File: src/rtl/dma_regs_pkg.sv
// Package: shared constants and types for the DMA channel register file.
// Assumes registers are 16 bits and the data port is one byte wide.
package dma_regs_pkg;
    localparam int REG_W  = 16;
    localparam int BYTE_W = 8;

    typedef enum logic {
        SEL_ADDR = 1'b0,
        SEL_CNT  = 1'b1
    } reg_sel_e;
endpackage

File: src/rtl/dma_byte_ptr.sv
// Module: shared low/high byte pointer. Flips on every register access.
// Assumes at most one access per cycle; simultaneous read and write count once.
module dma_byte_ptr (
    input  logic clk,
    input  logic rst_n,
    input  logic access,
    output logic hi_sel
);
    // Flip the pointer on each access, clear it on reset.
    always_ff @(posedge clk) begin
        if (!rst_n)      hi_sel <= 1'b0;
        else if (access) hi_sel <= ~hi_sel;
    end

    assert_ptr_flip_R3: assert property (@(posedge clk) disable iff (!rst_n)
        access |=> (hi_sel != $past(hi_sel)));
    assert_ptr_hold_R3: assert property (@(posedge clk) disable iff (!rst_n)
        !access |=> $stable(hi_sel));
endmodule

File: src/rtl/dma_chan_slot.sv
// Module: one channel's programmed address/count, working address and
// progress counter. Assumes wr_en is already qualified for this channel.
module dma_chan_slot
    import dma_regs_pkg::*;
#(
    parameter int SHIFT = 0,
    parameter int VW    = 17
) (
    input  logic              clk,
    input  logic              rst_n,
    input  logic              wr_en,
    input  reg_sel_e          wr_reg,
    input  logic              wr_hi,
    input  logic [BYTE_W-1:0] wr_data,
    input  logic              stb,
    output logic [REG_W-1:0]  base_cnt,
    output logic [VW-1:0]     cur_addr,
    output logic [VW-1:0]     xfer,
    output logic              done
);
    localparam logic [VW-1:0] STEP = VW'(1) << SHIFT;

    logic [REG_W-1:0] base_addr;
    logic [REG_W-1:0] addr_next, cnt_next;
    logic [VW-1:0]    xfer_len, xfer_inc;
    logic             restart;

    // Merge the written byte into the addressed half of each register.
    always_comb begin
        addr_next = base_addr;
        cnt_next  = base_cnt;
        if (wr_en && wr_reg == SEL_ADDR)
            addr_next = wr_hi ? {wr_data, base_addr[7:0]} : {base_addr[15:8], wr_data};
        if (wr_en && wr_reg == SEL_CNT)
            cnt_next = wr_hi ? {wr_data, base_cnt[7:0]} : {base_cnt[15:8], wr_data};
        restart  = wr_en && wr_hi;
        xfer_len = (VW'(base_cnt) + VW'(1)) << SHIFT;
        xfer_inc = xfer + STEP;
        done     = (xfer >= xfer_len);
    end

    // Hold the programmed address and count.
    always_ff @(posedge clk) begin
        if (!rst_n) begin
            base_addr <= '0;
            base_cnt  <= '0;
        end else begin
            base_addr <= addr_next;
            base_cnt  <= cnt_next;
        end
    end

    // Reload the working address on a channel restart.
    always_ff @(posedge clk) begin
        if (!rst_n)       cur_addr <= '0;
        else if (restart) cur_addr <= VW'(addr_next) << SHIFT;
    end

    // Count transferred units, saturating at the transfer length.
    always_ff @(posedge clk) begin
        if (!rst_n)             xfer <= '0;
        else if (restart)       xfer <= '0;
        else if (stb && !done)  xfer <= (xfer_inc >= xfer_len) ? xfer_len : xfer_inc;
    end

    assert_restart_clears_R5: assert property (@(posedge clk) disable iff (!rst_n)
        (wr_en && wr_hi) |=> (xfer == '0));
    assert_no_overflow_R8: assert property (@(posedge clk) disable iff (!rst_n)
        (done && !(wr_en && wr_hi)) |=> $stable(xfer));
    assert_step_grows_R8: assert property (@(posedge clk) disable iff (!rst_n)
        (stb && !done && !(wr_en && wr_hi)) |=> (xfer > $past(xfer)));
endmodule

File: src/rtl/dma_read_mux.sv
// Module: forms the live address or remaining count of the selected channel
// and picks the byte the pointer asks for. Purely combinational.
module dma_read_mux
    import dma_regs_pkg::*;
#(
    parameter int NUM_CH = 4,
    parameter int CH_W   = 2,
    parameter int SHIFT  = 0,
    parameter int VW     = 17
) (
    input  logic [CH_W-1:0]             ch,
    input  reg_sel_e                    rsel,
    input  logic                        hi_sel,
    input  logic [NUM_CH-1:0]           dec,
    input  logic [NUM_CH-1:0][VW-1:0]   cur_addr,
    input  logic [NUM_CH-1:0][VW-1:0]   xfer,
    input  logic [NUM_CH-1:0][REG_W-1:0] base_cnt,
    output logic [BYTE_W-1:0]           rd_data
);
    logic [VW-1:0] val, shifted;

    // Live value, then drop the width shift and pick low or high byte.
    always_comb begin
        if (rsel == SEL_CNT)  val = (VW'(base_cnt[ch]) << SHIFT) - xfer[ch];
        else if (dec[ch])     val = cur_addr[ch] - xfer[ch];
        else                  val = cur_addr[ch] + xfer[ch];
        shifted = hi_sel ? (val >> (SHIFT + 8)) : (val >> SHIFT);
        rd_data = shifted[BYTE_W-1:0];
    end
endmodule

File: src/rtl/dma_chan_regs.sv
// Module: top of the DMA channel register file. Decodes the port offset,
// steers writes to the addressed channel and returns live read bytes.
// Assumes the caller never raises wr_en and rd_en in the same cycle.
module dma_chan_regs
    import dma_regs_pkg::*;
#(
    parameter int NUM_CH    = 4,
    parameter bit WORD_MODE = 1'b0,
    localparam int SHIFT    = WORD_MODE ? 1 : 0,
    localparam int CH_W     = $clog2(NUM_CH),
    localparam int PW       = CH_W + 1 + SHIFT
) (
    input  logic              clk,
    input  logic              rst_n,
    input  logic [PW-1:0]     port_addr,
    input  logic              wr_en,
    input  logic              rd_en,
    input  logic [7:0]        wr_data,
    output logic [7:0]        rd_data,
    input  logic [NUM_CH-1:0] chan_dec,
    input  logic [NUM_CH-1:0] xfer_stb,
    output logic [NUM_CH-1:0] xfer_done
);
    localparam int VW = REG_W + 1 + SHIFT;

    logic [CH_W:0]                ofs;
    logic [CH_W-1:0]              ch;
    reg_sel_e                     rsel;
    logic                         hi_sel;
    logic [NUM_CH-1:0][VW-1:0]    cur_addr, xfer;
    logic [NUM_CH-1:0][REG_W-1:0] base_cnt;

    // Split the port offset into channel number and register select.
    always_comb begin
        ofs  = port_addr[PW-1:SHIFT];
        ch   = ofs[CH_W:1];
        rsel = reg_sel_e'(ofs[0]);
    end

    generate
        if (SHIFT != 0) begin : g_word
            logic unused_port_lsb;
            assign unused_port_lsb = port_addr[0];
        end
    endgenerate

    dma_byte_ptr u_ptr (
        .clk    (clk),
        .rst_n  (rst_n),
        .access (wr_en | rd_en),
        .hi_sel (hi_sel)
    );

    generate
        for (genvar i = 0; i < NUM_CH; i++) begin : g_ch
            dma_chan_slot #(.SHIFT(SHIFT), .VW(VW)) u_slot (
                .clk      (clk),
                .rst_n    (rst_n),
                .wr_en    (wr_en && (ch == CH_W'(i))),
                .wr_reg   (rsel),
                .wr_hi    (hi_sel),
                .wr_data  (wr_data),
                .stb      (xfer_stb[i]),
                .base_cnt (base_cnt[i]),
                .cur_addr (cur_addr[i]),
                .xfer     (xfer[i]),
                .done     (xfer_done[i])
            );
        end
    endgenerate

    dma_read_mux #(.NUM_CH(NUM_CH), .CH_W(CH_W), .SHIFT(SHIFT), .VW(VW)) u_rd (
        .ch       (ch),
        .rsel     (rsel),
        .hi_sel   (hi_sel),
        .dec      (chan_dec),
        .cur_addr (cur_addr),
        .xfer     (xfer),
        .base_cnt (base_cnt),
        .rd_data  (rd_data)
    );

    // Writes land only on the addressed channel.
    assert_write_isolated_R10: assert property (@(posedge clk) disable iff (!rst_n)
        (wr_en && ch != CH_W'(0)) |=> $stable(cur_addr[0]));
endmodule

File: config.mk
export PLATFORM = sky130hd
export DESIGN_NAME = dma_chan_regs
export DESIGN_NICKNAME = d
export VERILOG_FILES = /design/src/rtl/dma_regs_pkg.sv /design/src/rtl/dma_byte_ptr.sv /design/src/rtl/dma_chan_slot.sv /design/src/rtl/dma_read_mux.sv /design/src/rtl/dma_chan_regs.sv
export SDC_FILE = /design/constraint.sdc
export NUM_CORES = 1
export LEC_CHECK = 0
export BUFFER_PORTS_ARGS = -buffer_cell sky130_fd_sc_hd__buf_2
export CAP_MARGIN = 20
export CORE_MARGIN = 1
export CORE_UTILIZATION = 30
export DETAILED_ROUTE_END_ITERATION = 12
export GPL_ROUTABILITY_DRIVEN = 1
export HOLD_SLACK_MARGIN = 0.06
export PLACE_DENSITY_LB_ADDON = 0.05
export SLEW_MARGIN = 20
export SYNTH_ARGS = -nofsm -noshare
export SYNTH_HDL_FRONTEND = slang
export SYNTH_SLANG_ARGS = --single-unit
export TNS_END_PERCENT = 20
File: constraint.sdc
create_clock -name clk -period 5.3 [get_ports clk]
set_input_delay 0.53 -clock clk [delete_from_list [all_inputs] [get_ports clk]]
set_output_delay 0.53 -clock clk [all_outputs]
set_load 0.01 [all_outputs]
==> metrics.md <==
| Metric | Value |
|---|---|
| Outcome | finished clean |
| Avg Inst Size Synth | 8.89 um^2 |
| Commonest cells after routing, fill and taps aside | dfxtp_1 (257), nand2_1 (181), ha_1 (175), nor2_1 (122), nor2b_1 (114) |
| I/O Pins | 35 |
| VDD IR-drop max | 0.186 mV |
| Critical Path Stages | 15 |
| DP HPWL | 51.4 mm |
| Die Ht | 251 um |
| First-pass GRT wire length | 103 mm |
| Final WS setup | 0.239 ns |
| Worst Hold Depth | 3 |
| Nets | 2,294 |
| CTS Hold Bufs | 0 |
| Via density | 5.43 |
| Post-synth EDFFs | 0 |
| First-pass DRT Iterations | 6 |
| Final setup viols | 0 |
| Cell count after synthesis | 2,089 |
| Hold Fails Final Rpt | 0 |
| Pwr dens | 367 mW/mm^2 |
| FMAX | 198 MHz |
| Post-layout instance area | 0.0209 mm^2 |
| DRT iter0 DRCs | 1,070 |
| Initial Utilization | 30.6% |
| Worst r2r path cells | 16 |
| Routed Antenna Nets | 0 |
| Worst-path fanout max | 7 |
| Crit path largest cell delay | 0.59 ns |
| Final worst-path cycle share | 95.5% |
| # DRC | 0 |
| Largest cells by area after synthesis | dfxtp_1 (28%), ha_1 (12%), mux4_2 (6.2%) |
| CP cell instances | mux4_2, nor4_4, nand2_1, nor2_1, and3_1, a21oi_1, xnor2_1, ha_1, nand3_1, a311oi_2, nor3_1, or3_1, xor2_1, a221oi_1, buf_2 |
| Htree depth | 2 |
| Max capacitance violation total | 0 |
| Share of cells above drive strength 1 | 11.5% |
| Layout Skew | 0.0209 ns |
| CTS Buffer Depth | 3 |
| Area Overhead vs Synth | 12.7% |
| Min Tclk post-route | 5.06 ns |
| Ys flop type | dfxtp_1 |
| Cell Area, Synth | 0.0186 mm^2 |
| Per-cell routed wire length | 23.8 um |
| CTS tree | built |
| Core Region | 0.0608 mm^2 |
| Reg-to-reg slack, setup | 0.69 ns |
| Worst Setup Start Kind | flop |
| Crit path max-delay cell type | mux4_2 |
| Routed Wire Length | 68.9 mm |
| Total Power | 7.68 mW |
| Vias in the first global route | 15,475 |
| Die area | 0.0629 mm^2 |
| YS warnings | 0 |
| Number of diodes | 0 |
| CP top delay family | simple AND/OR/NAND/NOR gates |
| Yosys top cell area share | 28.1% |
| Clk_lat worst skew | 0.57 ns |
| Clk root buf | clkbuf_16 |
| Rows | 90 |
| Critical Path RT | 4.77 ns |
| Fillers | 6,290 |
| Critical path type | reg -> out |
| FFs w/ async S/R, synth | 0% |
| Final slew viol count | 0 |
| CTS clk-pin slew, worst paths | 0.06 ns |
| Seq/Total Area, Yosys | 28.1% |
| Slew Limit Headroom | 26.8% |
| Total grt overflow | 0 |
| Placement Cell Area | 0.0197 mm^2 |
| Largest net degree at the start of global routing | 70 |
| Port-buffer cells | 34 |
| Min-delay worst type | in -> reg |
| Total global-route track usage | 21.9% |
| Final Hold Slack | 0.303 ns |
| Measured slew at the worst slew-check pin | 1.09 ns |
| Setup crit end kind | output port |
| Commonest non-fill, non-tap cell in the layout | dfxtp_1 |
| Placement Setup Slack | 0.0437 ns |
| Initial antenna violation count | 4 |
| Critical path arrival | 4.53 ns |
| Total CTS buffers | 35 |
| Synth cell types | 78 |
| Syn_nets | 2,289 |
| Placer Congestion | 0.923 |
| CTS sink cnt | 261 |
| Dominant cell type by area after synthesis | dfxtp_1 |
| P_leak | 8.50 nW |
| RSZ-0062 raised after global routing | yes |
| Die W | 251 um |
| Synthesized flop and latch total | 261 |
| Worst path buffer plus inverter count | 1 |
| DR vias | 15,760 |
-- sequential cells by signal, indices dropped and copies added (netlist names) --
name                   cells
g_ch.u_slot.cur_addr      64
g_ch.u_slot.base_cnt      64
g_ch.u_slot.xfer          68
g_ch.u_slot.base_addr     64
u_ptr.hi_sel               1
-- cell families after synthesis --
group / synth area share (%)
buffers and inverters: 3.83
xor gates and xnor gates: 6.69
AOI/OAI and AO/OA: 17.6
adders and majority gates: 12.0
and+or+nand+nor: 19.6
DFF: 28.1
muxes: 12.1
-- tightest hold or removal path: cells and delay by family --
kind                   cells  cell delay (ns)
buffers and inverters      1             0.08
and+or+nand+nor            2             0.21
-- final cells by class --
class / instances / area [um^2] / area share [%]
clock inverters: 10 / 159 / 0.759
multi-input cells: 1651 / 12700 / 60.8
inverters: 70 / 263 / 1.26
repair buffers: 75 / 520 / 2.49
clock buffers: 51 / 1050 / 5.00
well taps: 782 / 978 / 4.67
flip-flops and latches: 261 / 5230 / 25.0
-- repair_timing --
action / 4_1_cts / 5_1_grt
setup buffers: 0 / 3
hold endpoints to repair: 0 / 0
pin swaps: 0 / 1
gates resized for setup: 3 / 7
endpoints found under the setup margin: 3 / 4
-- metal layers --
| metal | global-route usage, % | share of wire, % | up-vias |
|---|---|---|---|
| met2 | 36.1 | 46 | 293 |
| met1 | 30.3 | 48 | 7722 |
| met5 | 0 | 0 | - |
| li1 | - | - | 7675 |
| met3 | 2.45 | 3.5 | 70 |
| met4 | 5.42 | 2.0 | 0 |
-- final timing paths --
path,startpoint,endpoint
worst min register to register,g_ch[3].u_slot.cur_addr[8],g_ch[3].u_slot.cur_addr[8]
worst max-delay path,g_ch[3].u_slot.xfer[3],rd_data[5]
worst max register to register,g_ch[2].u_slot.xfer[0],g_ch[2].u_slot.xfer[7]
worst min-delay path,rd_en,u_ptr.hi_sel
-- cells in the mapped netlist, types with 15 or more instances --
master / n
or3_1: 15
xnor2_1: 72
o21ai_0: 72
nand4_1: 24
nand3_1: 97
o22a_1: 64
xor2_1: 68
a21boi_0: 34
dfxtp_1: 261
nor3_1: 23
nor2b_1: 118
mux4_2: 51
mux2i_1: 99
a31oi_1: 18
nor2_1: 125
nand2b_1: 23
a21o_1: 38
nand2_1: 181
o22ai_1: 20
a32oi_1: 28
ha_1: 175
inv_1: 65
a21oi_1: 79
a211oi_1: 27
buf_1: 15
and3_1: 27
clkbuf_1: 74
-- where the power goes --
part           switching (mW)  internal [mW]
combinational            1.76           1.25
sequential              0.119           2.02
clock                    1.00           1.53
total                    2.88           4.80
-- stage by stage --
step / setup TNS (ns) / std cells / util, %
after floorplan: 0 / 2089 / -
after global placement: 0 / 2836 / 32.3
after detailed placement: 0 / 2836 / 32.3
after CTS: 0 / 2897 / 34.3
after global routing: -0.0686 / 2900 / 34.4
final: 0 / 2900 / 34.4
Power figures use the tool's default switching activity.
